[src/rtl/opsel_mac_pkg.sv]
package opsel_mac_pkg;

   // Second adder term selection (entry bits 2:1)
   typedef enum logic [1:0] {
      ZSRC_ZERO = 2'd0,
      ZSRC_P    = 2'd1,
      ZSRC_C    = 2'd2,
      ZSRC_CASC = 2'd3
   } zsrc_e;

   localparam int INSTR_BITS = 4;
   localparam int F_AONLY    = 0;
   localparam int F_ZSRC     = 1;
   localparam int F_SUB      = 3;

endpackage

[src/rtl/opsel_mac_reg.sv]
module opsel_mac_reg #(
   parameter int W = 8
) (
   input  logic         clk,
   input  logic         sclr,
   input  logic         clr,
   input  logic         ce,
   input  logic         en,
   input  logic [W-1:0] d,
   output logic [W-1:0] q
);

   always_ff @(posedge clk) begin
      if (sclr || clr)
         q <= '0;
      else if (ce && en)
         q <= d;
   end

endmodule

[src/rtl/opsel_mac_front.sv]
module opsel_mac_front
   import opsel_mac_pkg::*;
#(
   parameter int                          A_W       = 27,
   parameter int                          B_W       = 18,
   parameter int                          P_W       = 48,
   parameter int                          SEL_W     = 3,
   parameter int                          N_INSTR   = 8,
   parameter logic [N_INSTR*INSTR_BITS-1:0] INSTR_TAB = '0,
   parameter bit                          CONCAT    = 1'b0
) (
   input  logic               clk,
   input  logic               sclr,
   input  logic               ce,
   input  logic               ce_a,
   input  logic               ce_b,
   input  logic               ce_c,
   input  logic               ce_d,
   input  logic               ce_sel,
   input  logic               clr_a,
   input  logic               clr_b,
   input  logic               clr_c,
   input  logic               clr_d,
   input  logic               clr_sel,
   input  logic [A_W-1:0]     d_in,
   input  logic [A_W-1:0]     a_in,
   input  logic [B_W-1:0]     b_in,
   input  logic [P_W-1:0]     c_in,
   input  logic [SEL_W-1:0]   sel_in,
   input  logic               cin_in,
   output logic [A_W:0]       pre2,
   output logic [B_W-1:0]     b2,
   output logic [A_W+B_W-1:0] cat2,
   output logic [P_W-1:0]     c2,
   output logic [SEL_W:0]     s2
);

   localparam int CAT_W = A_W + B_W;

   logic [A_W-1:0]   a1;
   logic [B_W-1:0]   b1;
   logic [P_W-1:0]   c1;
   logic [SEL_W:0]   s1;

   opsel_mac_reg #(.W(A_W)) u_a1 (.clk(clk), .sclr(sclr), .clr(clr_a), .ce(ce), .en(ce_a),
                                  .d(a_in), .q(a1));
   opsel_mac_reg #(.W(B_W)) u_b1 (.clk(clk), .sclr(sclr), .clr(clr_b), .ce(ce), .en(ce_b),
                                  .d(b_in), .q(b1));
   opsel_mac_reg #(.W(P_W)) u_c1 (.clk(clk), .sclr(sclr), .clr(clr_c), .ce(ce), .en(ce_c),
                                  .d(c_in), .q(c1));
   opsel_mac_reg #(.W(P_W)) u_c2 (.clk(clk), .sclr(sclr), .clr(clr_c), .ce(ce), .en(ce_c),
                                  .d(c1), .q(c2));
   opsel_mac_reg #(.W(SEL_W+1)) u_s1 (.clk(clk), .sclr(sclr), .clr(clr_sel), .ce(ce),
                                      .en(ce_sel), .d({sel_in, cin_in}), .q(s1));
   opsel_mac_reg #(.W(SEL_W+1)) u_s2 (.clk(clk), .sclr(sclr), .clr(clr_sel), .ce(ce),
                                      .en(ce_sel), .d(s1), .q(s2));

   generate
      if (CONCAT) begin : g_cat
         logic [CAT_W-1:0] cat_d;
         assign cat_d = {a1, b1};
         opsel_mac_reg #(.W(CAT_W)) u_cat2 (.clk(clk), .sclr(sclr), .clr(clr_a), .ce(ce),
                                            .en(ce_a), .d(cat_d), .q(cat2));
         assign pre2 = '0;
         assign b2   = '0;
         wire unused_front = ^{d_in, ce_d, clr_d};
      end else begin : g_mul
         logic [A_W-1:0]   d1;
         logic [A_W:0]     pre_d;
         logic [SEL_W-1:0] idx1;
         logic             a_only;
         opsel_mac_reg #(.W(A_W)) u_d1 (.clk(clk), .sclr(sclr), .clr(clr_d), .ce(ce),
                                        .en(ce_d), .d(d_in), .q(d1));
         assign idx1   = (int'(s1[SEL_W:1]) < N_INSTR) ? s1[SEL_W:1] : '0;
         assign a_only = INSTR_TAB[int'(idx1)*INSTR_BITS + F_AONLY];
         always_comb begin
            if (a_only)
               pre_d = {a1[A_W-1], a1};
            else
               pre_d = {d1[A_W-1], d1} - {a1[A_W-1], a1};
         end
         opsel_mac_reg #(.W(A_W+1)) u_pre2 (.clk(clk), .sclr(sclr), .clr(clr_a), .ce(ce),
                                            .en(ce_a), .d(pre_d), .q(pre2));
         opsel_mac_reg #(.W(B_W)) u_b2 (.clk(clk), .sclr(sclr), .clr(clr_b), .ce(ce),
                                        .en(ce_b), .d(b1), .q(b2));
         assign cat2 = '0;
      end
   endgenerate

   // A path clear takes effect at the next edge
   p_clear_a_r8: assert property (@(posedge clk) (sclr || clr_a) |=> (a1 == '0));

   // select path holds while its enable is off
   p_hold_sel_r11: assert property (@(posedge clk) disable iff (sclr)
      (!clr_sel && !(ce && ce_sel)) |=> $stable(s1));

endmodule

[src/rtl/opsel_mac_post.sv]
module opsel_mac_post
   import opsel_mac_pkg::*;
#(
   parameter int                          A_W       = 27,
   parameter int                          B_W       = 18,
   parameter int                          P_W       = 48,
   parameter int                          SEL_W     = 3,
   parameter int                          N_INSTR   = 8,
   parameter logic [N_INSTR*INSTR_BITS-1:0] INSTR_TAB = '0,
   parameter bit                          CONCAT    = 1'b0
) (
   input  logic               clk,
   input  logic               sclr,
   input  logic               ce,
   input  logic               ce_c,
   input  logic               ce_sel,
   input  logic               ce_m,
   input  logic               ce_p,
   input  logic               clr_c,
   input  logic               clr_sel,
   input  logic               clr_m,
   input  logic               clr_p,
   input  logic [A_W:0]       pre2,
   input  logic [B_W-1:0]     b2,
   input  logic [A_W+B_W-1:0] cat2,
   input  logic [P_W-1:0]     c2,
   input  logic [SEL_W:0]     s2,
   input  logic [P_W-1:0]     pcin,
   output logic [P_W-1:0]     p,
   output logic               co
);

   localparam int M_W = CONCAT ? (A_W + B_W) : (A_W + 1 + B_W);

   logic [M_W-1:0]   m_d, m3;
   logic [P_W-1:0]   c3;
   logic [SEL_W:0]   s3;
   logic [SEL_W-1:0] idx3;
   zsrc_e            zsrc;
   logic             sub;
   logic [P_W-1:0]   x_op, z_op;
   logic [P_W:0]     sum;

   generate
      if (CONCAT) begin : g_cat
         assign m_d = cat2;
         wire unused_post = ^{pre2, b2};
      end else begin : g_mul
         assign m_d = $signed(pre2) * $signed(b2);
         wire unused_post = ^{cat2};
      end
   endgenerate

   opsel_mac_reg #(.W(M_W)) u_m3 (.clk(clk), .sclr(sclr), .clr(clr_m), .ce(ce), .en(ce_m),
                                  .d(m_d), .q(m3));
   opsel_mac_reg #(.W(P_W)) u_c3 (.clk(clk), .sclr(sclr), .clr(clr_c), .ce(ce), .en(ce_c),
                                  .d(c2), .q(c3));
   opsel_mac_reg #(.W(SEL_W+1)) u_s3 (.clk(clk), .sclr(sclr), .clr(clr_sel), .ce(ce),
                                      .en(ce_sel), .d(s2), .q(s3));

   assign idx3 = (int'(s3[SEL_W:1]) < N_INSTR) ? s3[SEL_W:1] : '0;
   assign zsrc = zsrc_e'(INSTR_TAB[int'(idx3)*INSTR_BITS + F_ZSRC +: 2]);
   assign sub  = INSTR_TAB[int'(idx3)*INSTR_BITS + F_SUB];
   assign x_op = {{(P_W-M_W){m3[M_W-1]}}, m3};

   always_comb begin
      unique case (zsrc)
         ZSRC_P:    z_op = p;
         ZSRC_C:    z_op = c3;
         ZSRC_CASC: z_op = pcin;
         default:   z_op = '0;
      endcase
      if (sub)
         sum = {1'b0, z_op} - {1'b0, x_op} - {{P_W{1'b0}}, s3[0]};
      else
         sum = {1'b0, z_op} + {1'b0, x_op} + {{P_W{1'b0}}, s3[0]};
   end

   opsel_mac_reg #(.W(P_W+1)) u_p (.clk(clk), .sclr(sclr), .clr(clr_p), .ce(ce), .en(ce_p),
                                   .d(sum), .q({co, p}));

   // result clear: P and carry both zero after the edge
   p_clear_p_r9: assert property (@(posedge clk) (sclr || clr_p) |=> (p == '0 && !co));

   // result register frozen when not enabled
   p_hold_p_r10: assert property (@(posedge clk) disable iff (sclr)
      (!clr_p && !(ce && ce_p)) |=> ($stable(p) && $stable(co)));

endmodule

[src/rtl/opsel_mac.sv]
module opsel_mac
   import opsel_mac_pkg::*;
#(
   parameter int                          A_W       = 27,
   parameter int                          D_W       = 27,
   parameter int                          B_W       = 18,
   parameter int                          P_W       = 48,
   parameter int                          N_INSTR   = 8,
   parameter logic [N_INSTR*INSTR_BITS-1:0] INSTR_TAB = 32'h1E7DA240,
   parameter bit                          CONCAT    = 1'b0,
   localparam int                         SEL_W     = $clog2(N_INSTR)
) (
   input  logic             clk,
   input  logic             sclr,
   input  logic             ce,
   input  logic             ce_a,
   input  logic             ce_b,
   input  logic             ce_c,
   input  logic             ce_d,
   input  logic             ce_sel,
   input  logic             ce_m,
   input  logic             ce_p,
   input  logic             clr_a,
   input  logic             clr_b,
   input  logic             clr_c,
   input  logic             clr_d,
   input  logic             clr_sel,
   input  logic             clr_m,
   input  logic             clr_p,
   input  logic [D_W-1:0]   d,
   input  logic [A_W-1:0]   a,
   input  logic [B_W-1:0]   b,
   input  logic [P_W-1:0]   c,
   input  logic [P_W-1:0]   pcin,
   input  logic             cin,
   input  logic [SEL_W-1:0] sel,
   output logic [P_W-1:0]   p,
   output logic             carry_out,
   output logic [P_W-1:0]   pcout
);

   generate
      if (D_W != A_W) begin : g_bad_dw
         $error("opsel_mac: D_W must equal A_W");
      end
      if (N_INSTR < 2) begin : g_bad_n
         $error("opsel_mac: N_INSTR must be at least 2");
      end
      if (!CONCAT && (A_W + 1 + B_W > P_W)) begin : g_bad_mul
         $error("opsel_mac: product does not fit in P_W");
      end
      if (CONCAT && (A_W + B_W > P_W)) begin : g_bad_cat
         $error("opsel_mac: concatenated operand does not fit in P_W");
      end
   endgenerate

   logic [A_W:0]       pre2;
   logic [B_W-1:0]     b2;
   logic [A_W+B_W-1:0] cat2;
   logic [P_W-1:0]     c2;
   logic [SEL_W:0]     s2;

   opsel_mac_front #(
      .A_W(A_W), .B_W(B_W), .P_W(P_W), .SEL_W(SEL_W), .N_INSTR(N_INSTR),
      .INSTR_TAB(INSTR_TAB), .CONCAT(CONCAT)
   ) u_front (
      .clk(clk), .sclr(sclr), .ce(ce),
      .ce_a(ce_a), .ce_b(ce_b), .ce_c(ce_c), .ce_d(ce_d), .ce_sel(ce_sel),
      .clr_a(clr_a), .clr_b(clr_b), .clr_c(clr_c), .clr_d(clr_d), .clr_sel(clr_sel),
      .d_in(d), .a_in(a), .b_in(b), .c_in(c), .sel_in(sel), .cin_in(cin),
      .pre2(pre2), .b2(b2), .cat2(cat2), .c2(c2), .s2(s2)
   );

   opsel_mac_post #(
      .A_W(A_W), .B_W(B_W), .P_W(P_W), .SEL_W(SEL_W), .N_INSTR(N_INSTR),
      .INSTR_TAB(INSTR_TAB), .CONCAT(CONCAT)
   ) u_post (
      .clk(clk), .sclr(sclr), .ce(ce),
      .ce_c(ce_c), .ce_sel(ce_sel), .ce_m(ce_m), .ce_p(ce_p),
      .clr_c(clr_c), .clr_sel(clr_sel), .clr_m(clr_m), .clr_p(clr_p),
      .pre2(pre2), .b2(b2), .cat2(cat2), .c2(c2), .s2(s2), .pcin(pcin),
      .p(p), .co(carry_out)
   );

   assign pcout = p;

endmodule

[config.mk]
export PLATFORM = sky130hd
export DESIGN_NAME = opsel_mac
export DESIGN_NICKNAME = d
export VERILOG_FILES = /design/src/rtl/opsel_mac_pkg.sv /design/src/rtl/opsel_mac_reg.sv /design/src/rtl/opsel_mac_front.sv /design/src/rtl/opsel_mac_post.sv /design/src/rtl/opsel_mac.sv
export SDC_FILE = /design/constraint.sdc
export NUM_CORES = 2
export LEC_CHECK = 0
export ABC_AREA = 1
export BUFFER_PORTS_ARGS = -buffer_cell sky130_fd_sc_hd__buf_4
export CAP_MARGIN = 30
export CORE_MARGIN = 2
export CORE_UTILIZATION = 58
export CTS_CLUSTER_SIZE = 28
export DETAILED_ROUTE_END_ITERATION = 8
export GPL_TIMING_DRIVEN = 0
export MAX_ROUTING_LAYER = met4
export PLACE_DENSITY_LB_ADDON = 0.12
export SLEW_MARGIN = 30
export SYNTH_ARGS = -nofsm -noshare
export SYNTH_HDL_FRONTEND = slang
export SYNTH_HIERARCHICAL = 1
export SYNTH_SLANG_ARGS = --single-unit
[constraint.sdc]
create_clock -name clk -period 5.3 [get_ports clk]
set_input_delay 1.06 -clock clk [delete_from_list [all_inputs] [get_ports clk]]
set_output_delay 1.06 -clock clk [all_outputs]
set_load 0.05 [all_outputs]
==> out/metrics.csv <==
metric,value,unit
gp_congestion,1.09,
worstHoldPathType,reg -> reg,
critPathLaunchType,register,
dp_cells,8484,
power_leakage,31.3,nW
area_delta_synth_final,20.9,%
clk_pin_slew,0.07,ns
violations,negative setup slack,
r2r_slack,-0.71,ns
critPathRequiredTime,5.76,ns
hold_viol,0,
critPathLaunch,u_front/g_mul.u_b2/q[8]$_SDFFE_PP0P_,
swShare,37.1,%
cts_made_buffers,42,
io_buffers,285,
finClkSkew,0.0522,ns
h-tree-depth,2,
final_util,70.9,%
route.detailed.drc,0,
std_cell_rows,103,
netlist_area,0.0464,mm²
wl,173000,µm
ant_nets,0,
cp_max_fo,8,
cts_tree,done,
fin_nets,8611,
syn_inst,7149,
setup_violations,33,
dr.pass1.iters,6,
clock_latency,0.60,ns
grt_overflow,0,
intPower,5.42,mW
synth_warnings,6,
cts_num_sinks,369,
die_width,287,µm
wl_per_cell,19.8,µm
worstSetupEndpointType,register,
status,"finished, violations left",
grt_max_degree,14,
antenna_found_initial,2,
clkPwrFrac,32.4,%
rr_endpoint,u_post/u_m3/q[40]$_SDFFE_PP0P_,
grt_usage,41.7,%
total_power,8.62,mW
place_hpwl,134000,µm
crit_type,reg -> reg,
rsz0062_at_grt,true,
grt_pass1_vias,45200,
rr_startpoint,u_front/g_mul.u_b2/q[8]$_SDFFE_PP0P_,
seqPwrFrac,34.4,%
p_comb_share,33.1,%
worstPathArrival,6.47,ns
root_buffer,clkbuf_16,
tightest_slew,1.05,ns
vias_per_cell,5.40,
peakVddDrop,0.251,mV
drive_above_1_share,17.7,%
coreArea,0.0791,mm²
post-route-min-period,6.01,ns
drv_cap,0,
cts.path.max_buffers,3,
holdWs,0.471,ns
syn_area_per_cell,6.49,µm²
power.density,154,mW/mm²
pre_cts_slack,-1.53,ns
final_cell_mix,"nand2_1 (1,884), inv_1 (1,563), nor2_1 (1,030), buf_4 (494), fa_1 (459)",
drt_iter0_drc,5868,
synth_nets,8112,
slew_headroom,29.8,%
hold_path_depth,2,
vias,47200,
r2r_cells,21,
dieArea,0.0823,mm²
start_util,58.6,%
p_sw,3.20,mW
grt_pass1_wl,255000,µm
ioPinCount,286,
finalCritPeriodShare,113,%
fin_ws,-0.713,ns
drv_slew,0,
fin_cells,8727,
crit_path_end,u_post/u_m3/q[40]$_SDFFE_PP0P_,
die_h,287,µm
fmax,166,MHz
final_common_cell,nand2_1,
fillers,6662,
-- metal layers --
| metal | part of all wire [%] | global-route usage (%) |
|---|---|---|
| met5 | 0 | - |
| met1 | 40 | 56.1 |
| met2 | 42 | 60.5 |
| met3 | 13 | 10.7 |
| met4 | 5.0 | 15.5 |
-- how the worst min path moves through the flow --
stage | start | slack (ns) | end
5_1_grt | u_front/u_s2/q[3]$_SDFFE_PP0P_ | 0.48 | u_post/u_s3/q[3]$_SDFFE_PP0P_
2_1_floorplan | u_front/u_c1/q[10]$_SDFFE_PP0P_ | 0.45 | u_front/u_c2/q[10]$_SDFFE_PP0P_
3_5_place_dp | u_front/u_b1/q[5]$_SDFFE_PP0P_ | 0.47 | u_front/g_mul.u_b2/q[5]$_SDFFE_PP0P_
6_report | u_front/u_s2/q[3]$_SDFFE_PP0P_ | 0.47 | u_post/u_s3/q[3]$_SDFFE_PP0P_
3_3_place_gp | u_front/u_b1/q[6]$_SDFFE_PP0P_ | 0.46 | u_front/g_mul.u_b2/q[6]$_SDFFE_PP0P_
4_1_cts | u_front/u_s2/q[3]$_SDFFE_PP0P_ | 0.47 | u_post/u_s3/q[3]$_SDFFE_PP0P_
-- flip-flops by register name, indices dropped and copies added (netlist names) --
register	cells
u_post/u_p/q	49
u_front/u_c1/q	48
u_front/u_c2/q	48
u_post/u_c3/q	48
u_post/u_m3/q	46
u_front/g_mul.u_pre2/q	28
u_front/g_mul.u_d1/q	27
u_front/u_a1/q	27
u_front/g_mul.u_b2/q	18
u_front/u_b1/q	18
u_front/u_s1/q	4
u_front/u_s2/q	4
u_post/u_s3/q	4
-- power by group through the flow --
| stage | Clock, mW | Sequential [mW] | Combinational (mW) |
|---|---|---|---|
| floorplan | 0 | 3.01 | 1.68 |
| detailed placement | 0 | 3.02 | 2.51 |
| CTS | 2.83 | 2.96 | 2.69 |
| global route | 2.95 | 2.97 | 3.10 |
| finish | 2.79 | 2.97 | 2.85 |
| global placement | 0 | 3.01 | 2.49 |
-- through the flow --
step	instance area, µm²	setup TNS (ns)
3_3_place_gp	50400	-45.46
6_report	56100	-14.60
3_5_place_dp	50400	-45.52
2_1_floorplan	46900	-0.0280
5_1_grt	56100	-19.53
4_1_cts	54700	-11.99
-- critical path, stage by stage, from the launching register on --
cell and delay [ns]:
dfxtp_2 0.35, buf_8 0.15, clkbuf_16 0.17, nand2_4 0.05, fa_1 0.56, inv_2 0.06
fa_2 0.71, buf_4 0.16, fa_1 0.40, fa_1 0.61, fa_1 0.47, fa_1 0.54
ha_4 0.23, a21oi_2 0.23, o21ai_0 0.12, inv_1 0.09, o21ai_0 0.16, a21oi_1 0.21
o211ai_1 0.23, xor2_1 0.20, nor2_1 0.12, nor2_1 0.06
-- repair_timing --
action                                  in CTS  in global routing
setup buffers                              112                 64
endpoints found under the setup margin      39                 48
resized for setup                          483                288
gates cloned                                 1                  5
hold buffers                                 0                  0
pin swaps                                  143                214
-- final cells by class --
type | instances | area (µm²) | area share [%]
antenna | 4 | 10.0 | 0.0179
buffer | 279 | 3000 | 5.36
clock buffer | 56 | 1150 | 2.06
clock inverter | 13 | 126 | 0.225
inverter | 1655 | 6230 | 11.1
multi-input combinational | 4834 | 32900 | 58.8
sequential | 369 | 7470 | 13.3
tap | 1050 | 1310 | 2.34
timing repair buffer | 467 | 3820 | 6.81
Note: power is estimated with default switching activity, not from simulation.
